### config.mk
export PLATFORM = sky130hd
export DESIGN_NAME = pulse_timebase
export DESIGN_NICKNAME = d
export VERILOG_FILES = /design/src/rtl/ptb_pkg.sv /design/src/rtl/ptb_edge_det.sv /design/src/rtl/ptb_glitch_guard.sv /design/src/rtl/ptb_time_core.sv /design/src/rtl/ptb_capture.sv /design/src/rtl/pulse_timebase.sv
export SDC_FILE = /design/constraint.sdc
export NUM_CORES = 1
export LEC_CHECK = 0
export ABC_AREA = 1
export BUFFER_PORTS_ARGS = -buffer_cell sky130_fd_sc_hd__buf_4
export CAP_MARGIN = 0
export CELL_PAD_IN_SITES_DETAIL_PLACEMENT = 1
export CELL_PAD_IN_SITES_GLOBAL_PLACEMENT = 1
export CORE_MARGIN = 3
export CORE_UTILIZATION = 44
export CTS_CLUSTER_SIZE = 14
export DETAILED_ROUTE_END_ITERATION = 16
export HOLD_SLACK_MARGIN = 0.1
export PLACE_DENSITY_LB_ADDON = 0.1
export SYNTH_ARGS = -nofsm -noshare
export SYNTH_HDL_FRONTEND = slang
export SYNTH_HIERARCHICAL = 1
export SYNTH_SLANG_ARGS = --single-unit
### constraint.sdc
create_clock -name clk_i -period 8.95 [get_ports clk_i]
set_clock_uncertainty 0.2 [all_clocks]
set_input_delay 0.895 -clock clk_i [delete_from_list [all_inputs] [get_ports clk_i]]
set_output_delay 0.895 -clock clk_i [all_outputs]
set_load 0.05 [all_outputs]
### src/rtl/ptb_pkg.sv
package ptb_pkg;
  typedef enum logic [1:0] {
    SEC_HOLD,
    SEC_LOAD,
    SEC_INC
  } sec_op_e;
endpackage

### src/rtl/ptb_edge_det.sv
module ptb_edge_det #(
  parameter int unsigned STAGES = 2
) (
  input  logic clk_i,
  input  logic rst_ni,
  input  logic async_i,
  output logic rise_o
);
  logic [STAGES-1:0] sync_q;
  logic              prev_q;

  always_ff @(posedge clk_i or negedge rst_ni) begin
    if (!rst_ni) sync_q[0] <= 1'b0;
    else         sync_q[0] <= async_i;
  end

  for (genvar i = 1; i < STAGES; i++) begin : g_stage
    always_ff @(posedge clk_i or negedge rst_ni) begin
      if (!rst_ni) sync_q[i] <= 1'b0;
      else         sync_q[i] <= sync_q[i-1];
    end
  end

  always_ff @(posedge clk_i or negedge rst_ni) begin
    if (!rst_ni) prev_q <= 1'b0;
    else         prev_q <= sync_q[STAGES-1];
  end

  assign rise_o = sync_q[STAGES-1] & ~prev_q;
endmodule

### src/rtl/ptb_glitch_guard.sv
module ptb_glitch_guard #(
  parameter int unsigned GAP_W = 26,
  parameter int unsigned REJ_W = 16
) (
  input  logic             clk_i,
  input  logic             rst_ni,
  input  logic             rise_i,
  input  logic [GAP_W-1:0] min_gap_i,
  output logic             accept_o,
  output logic             reject_o,
  output logic [REJ_W-1:0] rej_cnt_o
);
  logic [GAP_W-1:0] gap_q;
  logic             have_q;
  logic [REJ_W-1:0] rej_q;

  assign accept_o  = rise_i & (~have_q | (gap_q >= min_gap_i));
  assign reject_o  = rise_i & ~accept_o;
  assign rej_cnt_o = rej_q;

  // gap_q holds cycles elapsed since the last accepted edge, saturating
  always_ff @(posedge clk_i or negedge rst_ni) begin
    if (!rst_ni) begin
      gap_q  <= '0;
      have_q <= 1'b0;
      rej_q  <= '0;
    end else begin
      if (accept_o)    gap_q <= GAP_W'(1);
      else if (~&gap_q) gap_q <= gap_q + 1'b1;
      if (accept_o)    have_q <= 1'b1;
      if (reject_o && ~&rej_q) rej_q <= rej_q + 1'b1;
    end
  end
endmodule

### src/rtl/ptb_time_core.sv
module ptb_time_core
  import ptb_pkg::*;
#(
  parameter int unsigned SEC_W  = 32,
  parameter int unsigned TPS    = 40_000_000,
  parameter int unsigned TICK_W = $clog2(TPS)
) (
  input  logic              clk_i,
  input  logic              rst_ni,
  input  logic              accept_i,
  input  logic [SEC_W-1:0]  pre_val_i,
  input  logic              pre_we_i,
  output logic [SEC_W-1:0]  sec_o,
  output logic [TICK_W-1:0] tick_o,
  output logic [SEC_W-1:0]  pre_q_o,
  output logic              pend_o,
  output logic              seen_o,
  output logic              pre_miss_o,
  output logic              pulse_miss_o
);
  localparam logic [TICK_W-1:0] TICK_LAST = TICK_W'(TPS - 1);

  logic [SEC_W-1:0]  sec_q, pre_q;
  logic [TICK_W-1:0] tick_q;
  logic              pend_q, seen_q, pmiss_q, wmiss_q;
  logic              wrap;
  sec_op_e           sec_op;

  assign wrap = ~accept_i & (tick_q == TICK_LAST);

  always_comb begin
    sec_op = SEC_HOLD;
    if (accept_i)  sec_op = pend_q ? SEC_LOAD : SEC_INC;
    else if (wrap) sec_op = SEC_INC;
  end

  always_ff @(posedge clk_i or negedge rst_ni) begin
    if (!rst_ni) begin
      sec_q  <= '0;
      tick_q <= '0;
    end else begin
      unique case (sec_op)
        SEC_LOAD: sec_q <= pre_q;
        SEC_INC:  sec_q <= sec_q + 1'b1;
        default:  sec_q <= sec_q;
      endcase
      if (accept_i || wrap) tick_q <= '0;
      else                  tick_q <= tick_q + 1'b1;
    end
  end

  // preload is owned by the next accepted edge; a same-cycle write waits for the one after
  always_ff @(posedge clk_i or negedge rst_ni) begin
    if (!rst_ni) begin
      pre_q  <= '0;
      pend_q <= 1'b0;
    end else begin
      if (pre_we_i) begin
        pre_q  <= pre_val_i;
        pend_q <= 1'b1;
      end else if (accept_i) begin
        pend_q <= 1'b0;
      end
    end
  end

  always_ff @(posedge clk_i or negedge rst_ni) begin
    if (!rst_ni) begin
      seen_q  <= 1'b0;
      pmiss_q <= 1'b0;
      wmiss_q <= 1'b0;
    end else begin
      if (accept_i) seen_q <= 1'b1;
      if (accept_i && !pend_q) pmiss_q <= 1'b1;
      else if (pre_we_i)       pmiss_q <= 1'b0;
      if (wrap)          wmiss_q <= 1'b1;
      else if (pre_we_i) wmiss_q <= 1'b0;
    end
  end

  assign sec_o        = sec_q;
  assign tick_o       = tick_q;
  assign pre_q_o      = pre_q;
  assign pend_o       = pend_q;
  assign seen_o       = seen_q;
  assign pre_miss_o   = pmiss_q;
  assign pulse_miss_o = wmiss_q;
endmodule

### src/rtl/ptb_capture.sv
module ptb_capture #(
  parameter int unsigned SEC_W  = 32,
  parameter int unsigned TICK_W = 26
) (
  input  logic              clk_i,
  input  logic              rst_ni,
  input  logic              evt_i,
  input  logic [SEC_W-1:0]  sec_i,
  input  logic [TICK_W-1:0] tick_i,
  output logic [SEC_W-1:0]  cap_sec_o,
  output logic [TICK_W-1:0] cap_tick_o
);
  localparam int unsigned CAP_W = SEC_W + TICK_W;

  // one register for both halves keeps them from the same cycle
  logic [CAP_W-1:0] cap_q;

  always_ff @(posedge clk_i or negedge rst_ni) begin
    if (!rst_ni)    cap_q <= '0;
    else if (evt_i) cap_q <= {sec_i, tick_i};
  end

  assign {cap_sec_o, cap_tick_o} = cap_q;
endmodule

### src/rtl/pulse_timebase.sv
module pulse_timebase #(
  parameter int unsigned SEC_W       = 32,
  parameter int unsigned TPS         = 40_000_000,
  parameter int unsigned REJ_W       = 16,
  parameter int unsigned SYNC_STAGES = 2,
  parameter int unsigned TICK_W      = $clog2(TPS)
) (
  input  logic              clk_i,
  input  logic              rst_ni,
  input  logic              trig_i,
  input  logic [SEC_W-1:0]  pre_val_i,
  input  logic              pre_we_i,
  input  logic [TICK_W-1:0] min_gap_i,
  input  logic              evt_i,
  output logic [SEC_W-1:0]  time_sec_o,
  output logic [TICK_W-1:0] time_tick_o,
  output logic [SEC_W-1:0]  cap_sec_o,
  output logic [TICK_W-1:0] cap_tick_o,
  output logic              trig_seen_o,
  output logic              pre_miss_o,
  output logic              pulse_miss_o,
  output logic [REJ_W-1:0]  rej_cnt_o
);
  logic              rise, accept, reject, pend;
  logic [SEC_W-1:0]  sec, pre_q;
  logic [TICK_W-1:0] tick;

  // trig_i is sampled only; nothing in the block drives the line
  ptb_edge_det #(.STAGES(SYNC_STAGES)) u_edge (
    .clk_i   (clk_i),
    .rst_ni  (rst_ni),
    .async_i (trig_i),
    .rise_o  (rise)
  );

  ptb_glitch_guard #(.GAP_W(TICK_W), .REJ_W(REJ_W)) u_guard (
    .clk_i     (clk_i),
    .rst_ni    (rst_ni),
    .rise_i    (rise),
    .min_gap_i (min_gap_i),
    .accept_o  (accept),
    .reject_o  (reject),
    .rej_cnt_o (rej_cnt_o)
  );

  ptb_time_core #(.SEC_W(SEC_W), .TPS(TPS), .TICK_W(TICK_W)) u_core (
    .clk_i        (clk_i),
    .rst_ni       (rst_ni),
    .accept_i     (accept),
    .pre_val_i    (pre_val_i),
    .pre_we_i     (pre_we_i),
    .sec_o        (sec),
    .tick_o       (tick),
    .pre_q_o      (pre_q),
    .pend_o       (pend),
    .seen_o       (trig_seen_o),
    .pre_miss_o   (pre_miss_o),
    .pulse_miss_o (pulse_miss_o)
  );

  ptb_capture #(.SEC_W(SEC_W), .TICK_W(TICK_W)) u_cap (
    .clk_i      (clk_i),
    .rst_ni     (rst_ni),
    .evt_i      (evt_i),
    .sec_i      (sec),
    .tick_i     (tick),
    .cap_sec_o  (cap_sec_o),
    .cap_tick_o (cap_tick_o)
  );

  assign time_sec_o  = sec;
  assign time_tick_o = tick;
endmodule

==> reports/results.ini, run 1 <==
[run_status]
status = finished, final reports clean

[global_routing]
track_usage_pct = 25.46
grt_pass1_vias = 10890
antenna_found_initial = 0
grt_first_pass_wirelength_mm = 55.37
gr-total-overflow = 0
grt_max_degree = 81

[layout]
regArea_mm2 = 0.004955
drive_gt1_share_pct = 16.78
layout.nets = 1727
fill_cells = 3158
final_cell_count_no_fill = 1969
antennaDiodeCount = 0
area_growth_pct = 20.06
layout_commonest_cell = nand2_1
post-route-cell-area_mm2 = 0.01322
final_cell_mix = 565 x nand2_1, 200 x buf_4, 198 x dfrtp_1
multi_input_area_mm2 = 0.005204

[floorplanning]
ios = 198
core_mm2 = 0.02446
die_h_um = 164.2
die_w_um = 164.2
die_area_mm2 = 0.02695
start_util_pct = 45.00
rows = 57

[run]
maxCapViolCount = 0

[route]
drc_errors = 0
ant_nets = 0
drtIter0Drc = 494
num_vias = 10250
dr.pass1.iters = 5
vias_per_cell = 5.207
totalWireLength_mm = 33.46
routedWlPerCell_um = 16.99

[synthesis]
yosysWarnings = 6
synth_nets = 1552
synth_cells = 1458
syn_area_per_cell_um2 = 7.549
syn_area_mm2 = 0.01101

[power]
p_leak_nw = 6.810
vdd_drop_max_v = 0.0002069
p_per_area_mw_per_mm2 = 315.6
design_power_total_mw = 4.171

[clocking]
cts_tree = built
hold_buffers = 0
cts_max_level = 4
cts-resized-gates = 0
clkTransAtPathRegs_ps = 70
cts_made_buffers = 17
clock_path_buffers = 2
postCtsSetupRepairBufs = 0
root_buffer = clkbuf_16
clk_latency_ps = 430
clock_sinks = 198

[timing]
hold_viol = 0
slew_violations = 0
setup_violations = 0
rsz0062_at_grt = false
timing.final.crit_share_pct = 43.64
slew_headroom_pct = 28.79
tightest_slew_ps = 1067
fmax_mhz = 256.0
timing.hold.ws_ps = 155.2
period_minus_slack_ps = 3906
setup_tns_ps = 0

[critical_path]
cp_max_fo = 34
start_kind = primary input
endpoint_kind = register
path_buf_inv = 4
slowest_stage = inv_2
critPathRequiredTime_ps = 9110
crit_type = primary input to register
cp_top_family = simple AND/OR/NAND/NOR gates
path_cells = buf_4 > inv_1 > ha_1 > nand2_1 > nor2_1 > nand3_1 > nand3_1 > nand2_1 > nand2_1 > nand2_1 > nand2_1 > nand2_1 > inv_2 > inv_1 > nand3_4 > nand2_4 > nand2_1 > nand3_1 > nand2_1
cp_common_cell = nand2_1
cp.arrival_ps = 4070
max_stage_delay_ps = 490

[placed_design]
dp_hpwl_mm = 24.26
dp_cells = 1938
place.gp.congestion = 0.8485
place_area_mm2 = 0.01266
port_buffers = 197

[min_path]
hp-class = register to register

-- per-stage QoR --
step | util [%] | setup WS (ps)
2_1_floorplan | - | 5683
3_3_place_gp | 51.76 | 4845
3_5_place_dp | 51.76 | 4668
4_1_cts | 54.02 | 5084
5_1_grt | 54.02 | 4730
6_report | 54.02 | 5044
-- routing by layer --
layer	global-route usage, %	part of all wire, %	up-vias
met5	0	0	-
met4	6.113	1.5	0
met3	4.666	4.8	39
met2	44.85	50	229
met1	32.41	44	5054
li1	-	-	4931
-- where the power goes --
group | total [mW] | leakage [nW] | internal [mW] | switching [mW]
clock | 0.745 | 0.272 | 0.374 | 0.371
combinational | 1.88 | 4.01 | 0.572 | 1.31
sequential | 1.54 | 2.52 | 1.16 | 0.381
-- registers in the layout, summed over array words and instances, names as in the netlist --
signal and cells:
u_cap/cap_q 58, u_core/pend_o 1, u_core/pre_miss_o 1, u_core/pre_q_o 32, u_core/pulse_miss_o 1, u_core/sec_o 32
u_core/seen_o 1, u_core/tick_o 26, u_edge/prev_q 1, u_edge/sync_q 2, u_guard/gap_q 26, u_guard/have_q 1
u_guard/rej_cnt_o 16
-- layout make-up --
class | instances | area share (%)
multi-input combinational | 1060 | 39.38
sequential | 198 | 37.49
timing repair buffer | 201 | 11.47
inverter | 155 | 4.412
clock buffer | 19 | 3.352
tap | 324 | 3.068
clock inverter | 12 | 0.8332
-- path summary, 6_finish.rpt --
| check | start | endpoint | slack (ps) | cells past startpoint |
|---|---|---|---|---|
| max in group asynchronous | rst_ni | u_core/pre_q_o[31]$_DFFE_PN0P_ | 6810 | 2 |
| setup / recovery | min_gap_i[9] | u_core/sec_o[14]$_DFFE_PN0P_ | 5040 | 19 |
| min in group asynchronous | rst_ni | u_guard/gap_q[8]$_DFFE_PN0P_ | 280 | 1 |
| hold / removal | u_edge/sync_q[0]$_DFF_PN0_ | u_edge/sync_q[1]$_DFF_PN0_ | 160 | 0 |
| hold reg to reg | u_edge/sync_q[0]$_DFF_PN0_ | u_edge/sync_q[1]$_DFF_PN0_ | 160 | 0 |
| setup reg to reg | u_guard/gap_q[5]$_DFFE_PN0P_ | u_core/sec_o[14]$_DFFE_PN0P_ | 5150 | 17 |
Note: power is estimated with default switching activity, not from simulation.
==> run 2: changes to the inputs <==
--- a/config.mk
+++ b/config.mk
@@ -5,7 +5,7 @@
 export SDC_FILE = /design/constraint.sdc
 export NUM_CORES = 1
 export LEC_CHECK = 0
-export ABC_AREA = 1
+export ABC_AREA = 0
 export BUFFER_PORTS_ARGS = -buffer_cell sky130_fd_sc_hd__buf_4
 export CAP_MARGIN = 0
 export CELL_PAD_IN_SITES_DETAIL_PLACEMENT = 1
==> constraint.sdc (replaced) <==
create_clock -name clk_i -period 3.64 [get_ports clk_i]
set_clock_uncertainty 0.2 [all_clocks]
set_input_delay 0.364 -clock clk_i [delete_from_list [all_inputs] [get_ports clk_i]]
set_output_delay 0.364 -clock clk_i [all_outputs]
set_load 0.05 [all_outputs]
==> run 2 against run 1 <==
Sequential power grew 90%. Synthesized area shrank 9.2%. Worst hold slack gained 0.72 ps. Sequential share of layout area rose by 1.4 points. Critical path type is now register to register. Critical path depth is 4 lower.
==> reports/results.ini, run 2 <==
[floorplanning]
ios = 198  ; unchanged
die_area_mm2 = 0.02455  ; -8.9%
start_util_pct = 45.23  ; +0.23 points
core_mm2 = 0.02209  ; -9.7%
rows = 54  ; -5.3%
die_w_um = 156.7  ; -4.5%
die_h_um = 156.7  ; -4.5%

[critical_path]
max_stage_delay_ps = 410  ; -80 ps
slowest_stage = dfrtp_1
endpoint_kind = register
crit_type = register to register
cp_top_family = compound AO/OA/AOI/OAI gates
cp_max_fo = 22  ; -35%
critPathRequiredTime_ps = 3800  ; -5310 ps
regToRegSetupSlack_ps = 140  ; -5010 ps
cp.arrival_ps = 3660  ; -410 ps
start_kind = register
path_buf_inv = 3  ; -1
path_cells = inv_1 > ha_1 > nand2b_4 > a211oi_2 > a2bb2oi_2 > o21ai_2 > a41oi_4 > a21oi_4 > and3b_1 > nand4_1 > o21ai_4 > buf_12 > buf_4 > mux2i_1 > o22a_1

[power]
switchingPower_mw = 2.708  ; +31%
clkPwrFrac_pct = 26.7  ; +8.8 points
p_leak_nw = 5.836  ; -14%
design_power_total_mw = 7.017  ; +68%
comb_power_share_pct = 31.5  ; -14 points
p_per_area_mw_per_mm2 = 550.1  ; +74%
vdd_drop_max_v = 0.0003766  ; +82%
p_seq_share_pct = 41.7  ; +4.7 points
internal-power_mw = 4.308  ; +100%
switching_share_pct = 38.60  ; -11 points

[route]
totalWireLength_mm = 26.79  ; -20%
vias_per_cell = 5.510  ; +5.8%
dr.pass1.iters = 5  ; unchanged
drc_errors = 0  ; unchanged
ant_nets = 0  ; unchanged
routedWlPerCell_um = 18.84  ; +11%
num_vias = 7835  ; -24%
drtIter0Drc = 283  ; -43%

[layout]
final_cell_mix = 212 x buf_4, 198 x dfrtp_1, 83 x mux2_2
largest_register = u_cap/cap_q
drive_gt1_share_pct = 32.84  ; +16 points
area_growth_pct = 27.65
antennaDiodeCount = 0  ; unchanged
final_cell_count_no_fill = 1422  ; -28%
layout_commonest_cell = buf_4
largest_register_ffs = 58  ; unchanged
layout.nets = 1224  ; -29%
fin_util_pct = 57.73  ; +3.7 points

[placed_design]
place.gp.congestion = 0.7706  ; -9.2%
dp_hpwl_mm = 18.36  ; -24%
port_buffers = 197  ; unchanged
dp_cells = 1354  ; -30%
place_ws_ps = 68.91  ; -4599 ps

[global_routing]
gr-usage-met3_pct = 3.733  ; -0.93 points
grt_util_met1_pct = 29.24  ; -3.2 points
gr-total-overflow = 0  ; unchanged
grt_first_pass_wirelength_mm = 43.64  ; -21%
grt_use_met2_pct = 38.00  ; -6.9 points
grt_max_degree = 107  ; +32%
antenna_found_initial = 0  ; unchanged
grt_most_used_layer = met2
track_usage_pct = 22.04  ; -3.4 points
grt_pass1_vias = 8250  ; -24%

[synthesis]
syn_area_mm2 = 0.009992  ; -9.2%
synth_nets = 996  ; -36%
syn_area_per_cell_um2 = 11.08  ; +47%
synth_cells = 902  ; -38%
yosysWarnings = 6  ; unchanged

[timing]
fin_ws_ps = 141.8  ; -4902 ps
period_minus_slack_ps = 3498
fmax_mhz = 285.9
timing.final.crit_share_pct = 96.10
setup_violations = 0  ; unchanged
slew_headroom_pct = 38.89  ; +10 points
slew_violations = 0  ; unchanged
setup_tns_ps = 0  ; unchanged
tightest_slew_ps = 916.7  ; -149.9 ps
hold_viol = 0  ; unchanged

[clocking]
clk_latency_ps = 430  ; about the same
cts_tree = built
clock_sinks = 198  ; unchanged
clock_path_buffers = 2  ; unchanged
clkTransAtPathRegs_ps = 70  ; about the same
cts-resized-gates = 0  ; unchanged
cts_max_level = 4  ; unchanged
root_buffer = clkbuf_16
cts_made_buffers = 17  ; unchanged

[run]
maxCapViolCount = 0  ; unchanged

[run_status]
status = finished, final reports clean

[min_path]
hp-class = register to register

## run 2: path summary, 6_finish.rpt
path / start / end / cells past startpoint
worst max-delay path: u_guard/gap_q[0]$_DFFE_PN0P_ / u_core/sec_o[6]$_DFFE_PN0P_ / 15
worst min-delay path: u_edge/sync_q[0]$_DFF_PN0_ / u_edge/sync_q[1]$_DFF_PN0_ / 0
worst max register to register: u_guard/gap_q[0]$_DFFE_PN0P_ / u_core/sec_o[6]$_DFFE_PN0P_ / 15
worst min register to register: u_edge/sync_q[0]$_DFF_PN0_ / u_edge/sync_q[1]$_DFF_PN0_ / 0
max in group asynchronous: rst_ni / u_core/tick_o[10]$_DFF_PN0_ / 3
min in group asynchronous: rst_ni / u_guard/gap_q[7]$_DFFE_PN0P_ / 2
## run 2: metrics by stage
step                      hold slack, ps  area [um2]
after floorplan                   -131.6       10010
after global placement             136.0       11800
after detailed placement           144.9       11800
after CTS                          160.6       12710
after global routing               163.4       12750
final                              155.9       12750
## run 2: worst reg2reg max path, delay by kind of cell (launching register included)
family | cells | cell delay, ps
flops | 1 | 410
compound gates | 7 | 1180
simple gates | 3 | 580
fa+ha+maj | 1 | 280
buf+inv | 3 | 530
mux | 1 | 270
## run 2: power by group through the flow
stage	combinational [mW]	sequential, mW	clock [mW]
3_5_place_dp	2.20	2.97	0
5_1_grt	2.35	2.99	2.03
6_report	2.21	2.93	1.88
4_1_cts	2.23	2.93	1.93
3_3_place_gp	2.15	2.96	0
2_1_floorplan	0.620	3.75	0
## run 2: cell type report
cell class / count / area (um2)
Multi-Input combinational cell: 618 / 4677
Fill cell: 2357 / 9339
Inverter: 44 / 165.2
Clock inverter: 13 / 137.6
Tap cell: 280 / 350.3
Clock buffer: 18 / 439.2
Timing Repair Buffer: 251 / 2031
Sequential cell: 198 / 4955
## run 2: what timing repair did
item	in CTS	in global routing
buffers inserted	0	2
setup endpoints to repair	0	20
endpoints found under the hold margin	136	0
hold buffers	34	0
## run 2: metal layers
metal  up-vias  routed length (um)
li1       3667                   -
met5         -                   0
met2       178               13590
met1      3969               11930
met3        21                1007
met4         0                 267
==> run 3: changes to the inputs <==
--- a/config.mk
+++ b/config.mk
@@ -14,6 +14,7 @@
 export CORE_UTILIZATION = 44
 export CTS_CLUSTER_SIZE = 14
 export DETAILED_ROUTE_END_ITERATION = 16
+export GPL_ROUTABILITY_DRIVEN = 0
 export HOLD_SLACK_MARGIN = 0.1
 export PLACE_DENSITY_LB_ADDON = 0.1
 export SYNTH_ARGS = -nofsm -noshare
==> constraint.sdc (replaced) <==
create_clock -name clk_i -period 3.64 [get_ports clk_i]
set_clock_uncertainty 0.2 [all_clocks]
set_input_delay 0 -clock clk_i [delete_from_list [all_inputs] [get_ports clk_i]]
set_output_delay 0 -clock clk_i [all_outputs]
set_load 0.05 [all_outputs]
==> run 3 against run 2 <==
Non-clock buffer count up 34. Combinational power up 3%. Die area unchanged. Count of clock-buffer cells in the layout unchanged. Sequential cell count unchanged. Sequential power about the same. Clock power about the same. Worst hold slack better by 18 ps. Sequential share of layout area down 1.1 points. First-iteration DRC count up 17%. Fmax up 2.4%. Critical path type unchanged. Largest cell class unchanged. Largest power group unchanged.
==> reports/results.ini, run 3 (synthesis gave the netlist of run 2 again) <==
[layout]
drive_gt1_share_pct = 31.63  ; -1.2 points
antennaDiodeCount = 0  ; unchanged
layout_commonest_cell = buf_4
largest_register = u_cap/cap_q
post-route-cell-area_mm2 = 0.01312  ; +2.8%
largest_register_ffs = 58  ; unchanged
final_cell_mix = 209 x buf_4, 198 x dfrtp_1, 83 x mux2_2
area_growth_pct = 31.25
layout.nets = 1258  ; +2.8%
final_cell_count_no_fill = 1456  ; +2.4%

[timing]
rsz0062_at_grt = false
slew_headroom_pct = 40.25  ; +1.4 points
hold_viol = 0  ; unchanged
fmax_mhz = 292.8  ; +2.4%
setup_violations = 0  ; unchanged
slew_violations = 0  ; unchanged
period_minus_slack_ps = 3415  ; -82.93 ps
tightest_slew_ps = 896.3  ; -20.40 ps
setup_tns_ps = 0  ; unchanged
timing.final.crit_share_pct = 93.83  ; -2.3 points

[critical_path]
cp_top_family = compound AO/OA/AOI/OAI gates
path_buf_inv = 2  ; -1
regToRegSetupSlack_ps = 220  ; +80 ps
critPathRequiredTime_ps = 3760  ; -40 ps
reg2reg_depth = 14  ; -1
cp.arrival_ps = 3540  ; -120 ps
crit_type = register to register
max_stage_delay_ps = 400  ; about the same
cp_max_fo = 27  ; +23%
critPathLaunch = u_guard/gap_q[0]$_DFFE_PN0P_
r2r_end = u_core/sec_o[12]$_DFFE_PN0P_
r2r-start = u_guard/gap_q[0]$_DFFE_PN0P_
slowest_stage = dfrtp_1
endpoint_kind = register
start_kind = register
path_cells = inv_1 > ha_1 > nand2b_4 > a211oi_2 > a2bb2oi_2 > o21ai_2 > a41oi_4 > a21oi_4 > and3b_1 > nand4_1 > o21ai_4 > buf_12 > mux2_2 > o22a_1

[floorplanning]
rows = 54  ; unchanged
die_area_mm2 = 0.02455  ; unchanged
die_w_um = 156.7  ; unchanged
core_mm2 = 0.02209  ; unchanged
start_util_pct = 45.23  ; unchanged
ios = 198  ; unchanged
die_h_um = 156.7  ; unchanged

[route]
num_vias = 8038  ; +2.6%
dr.pass1.iters = 6  ; +1
totalWireLength_mm = 28.10  ; +4.9%
routedWlPerCell_um = 19.30  ; +2.4%
drtIter0Drc = 331  ; +17%
ant_nets = 0  ; unchanged
drc_errors = 0  ; unchanged
vias_per_cell = 5.521  ; +0.20%

[global_routing]
track_usage_pct = 23.09  ; +1.0 points
gr-total-overflow = 0  ; unchanged
grt_max_degree = 94  ; -12%
antenna_found_initial = 0  ; unchanged
gr-usage-met3_pct = 3.429  ; -0.30 points
grt_use_met2_pct = 41.74  ; +3.7 points
grt_first_pass_wirelength_mm = 45.68  ; +4.7%
grt_pass1_vias = 8585  ; +4.1%
grt_util_met1_pct = 29.46  ; +0.22 points
grt_most_used_layer = met2

[clocking]
clock_sinks = 198  ; unchanged
clock_path_buffers = 2  ; unchanged
cts_made_buffers = 17  ; unchanged
cts_tree = built
clkTransAtPathRegs_ps = 80  ; about the same
clk_latency_ps = 440  ; about the same
root_buffer = clkbuf_16
cts_max_level = 4  ; unchanged

[min_path]
holdPathStages = 0  ; unchanged
hp-class = register to register
min_from = u_edge/sync_q[0]$_DFF_PN0_
hold_end = u_edge/sync_q[1]$_DFF_PN0_

[power]
design_power_total_mw = 7.090  ; +1.0%
p_leak_nw = 5.972  ; +2.3%
p_per_area_mw_per_mm2 = 540.6  ; -1.7%
vdd_drop_max_v = 0.0003379  ; -10%

[placed_design]
place_area_mm2 = 0.01178  ; -0.13%
dp_hpwl_mm = 18.50  ; +0.80%
port_buffers = 197  ; unchanged
dp_cells = 1352  ; -0.15%

[run]
maxCapViolCount = 0  ; unchanged

[run_status]
status = finished, final reports clean

run 3: cell count changes in the layout (fill, tap and decap cells not counted):
cell / change
buf_4: -3
inv_8: +1
inv_6: -1
a31o_2: -1
a31o_4: +1
dlygate4sd3_1: +37
clkinv_4: -1
clkinvlp_4: +2
clkinv_2: -1
run 3: area by class of cell:
cell class | count | area (um2)
fillers | 2326 | 8979
flip-flops and latches | 198 | 4955
multi-input cells | 618 | 4686
repair buffers | 285 | 2379
clock buffers | 18 | 439.2
well taps | 280 | 350.3
inverters | 44 | 165.2
clock inverters | 13 | 141.4
run 3: metrics by stage:
step           hold slack, ps  util, %  setup slack, ps
3_5_place_dp           -81.09    53.33            137.3
2_1_floorplan          -495.6        -            3.694
6_report                174.3    59.36            224.7
5_1_grt                 185.6    59.36            28.03
4_1_cts                 155.7    59.17            118.5
3_3_place_gp           -80.80    53.33            207.7
run 3: per-layer routing:
metal / part of all wire, % / vias to the layer above
met5: 0 / -
met4: 0.83 / 0
met3: 3.1 / 17
met2: 52 / 137
met1: 44 / 4143
li1: - / 3741
run 3: where the power goes:
group / leakage [nW] / internal (mW) / switching [mW]
Combinational: 3.21 / 0.843 / 1.44
Clock: 0.276 / 0.985 / 0.898
Sequential: 2.49 / 2.53 / 0.397
Total: 5.97 / 4.36 / 2.73
run 3: repair_timing:
item / in CTS / in global routing
gates resized for setup: 0 / 1
hold buffers: 71 / 0
setup buffers: 0 / 1
endpoints found under the hold margin: 254 / 0
endpoints found under the setup margin: 0 / 18
run 3: worst max path at each step:
| stage | end | slack, ps | depth (start not counted) |
|---|---|---|---|
| 6_report | u_core/sec_o[12]$_DFFE_PN0P_ | 220 | 14 |
| 5_1_grt | u_core/sec_o[12]$_DFFE_PN0P_ | 30 | 13 |
| 4_1_cts | u_core/sec_o[12]$_DFFE_PN0P_ | 120 | 14 |
| 3_5_place_dp | u_core/sec_o[12]$_DFFE_PN0P_ | 140 | 14 |
| 3_3_place_gp | u_core/sec_o[13]$_DFFE_PN0P_ | 210 | 14 |
| 2_1_floorplan | u_core/sec_o[25]$_DFFE_PN0P_ | 4 | 16 |
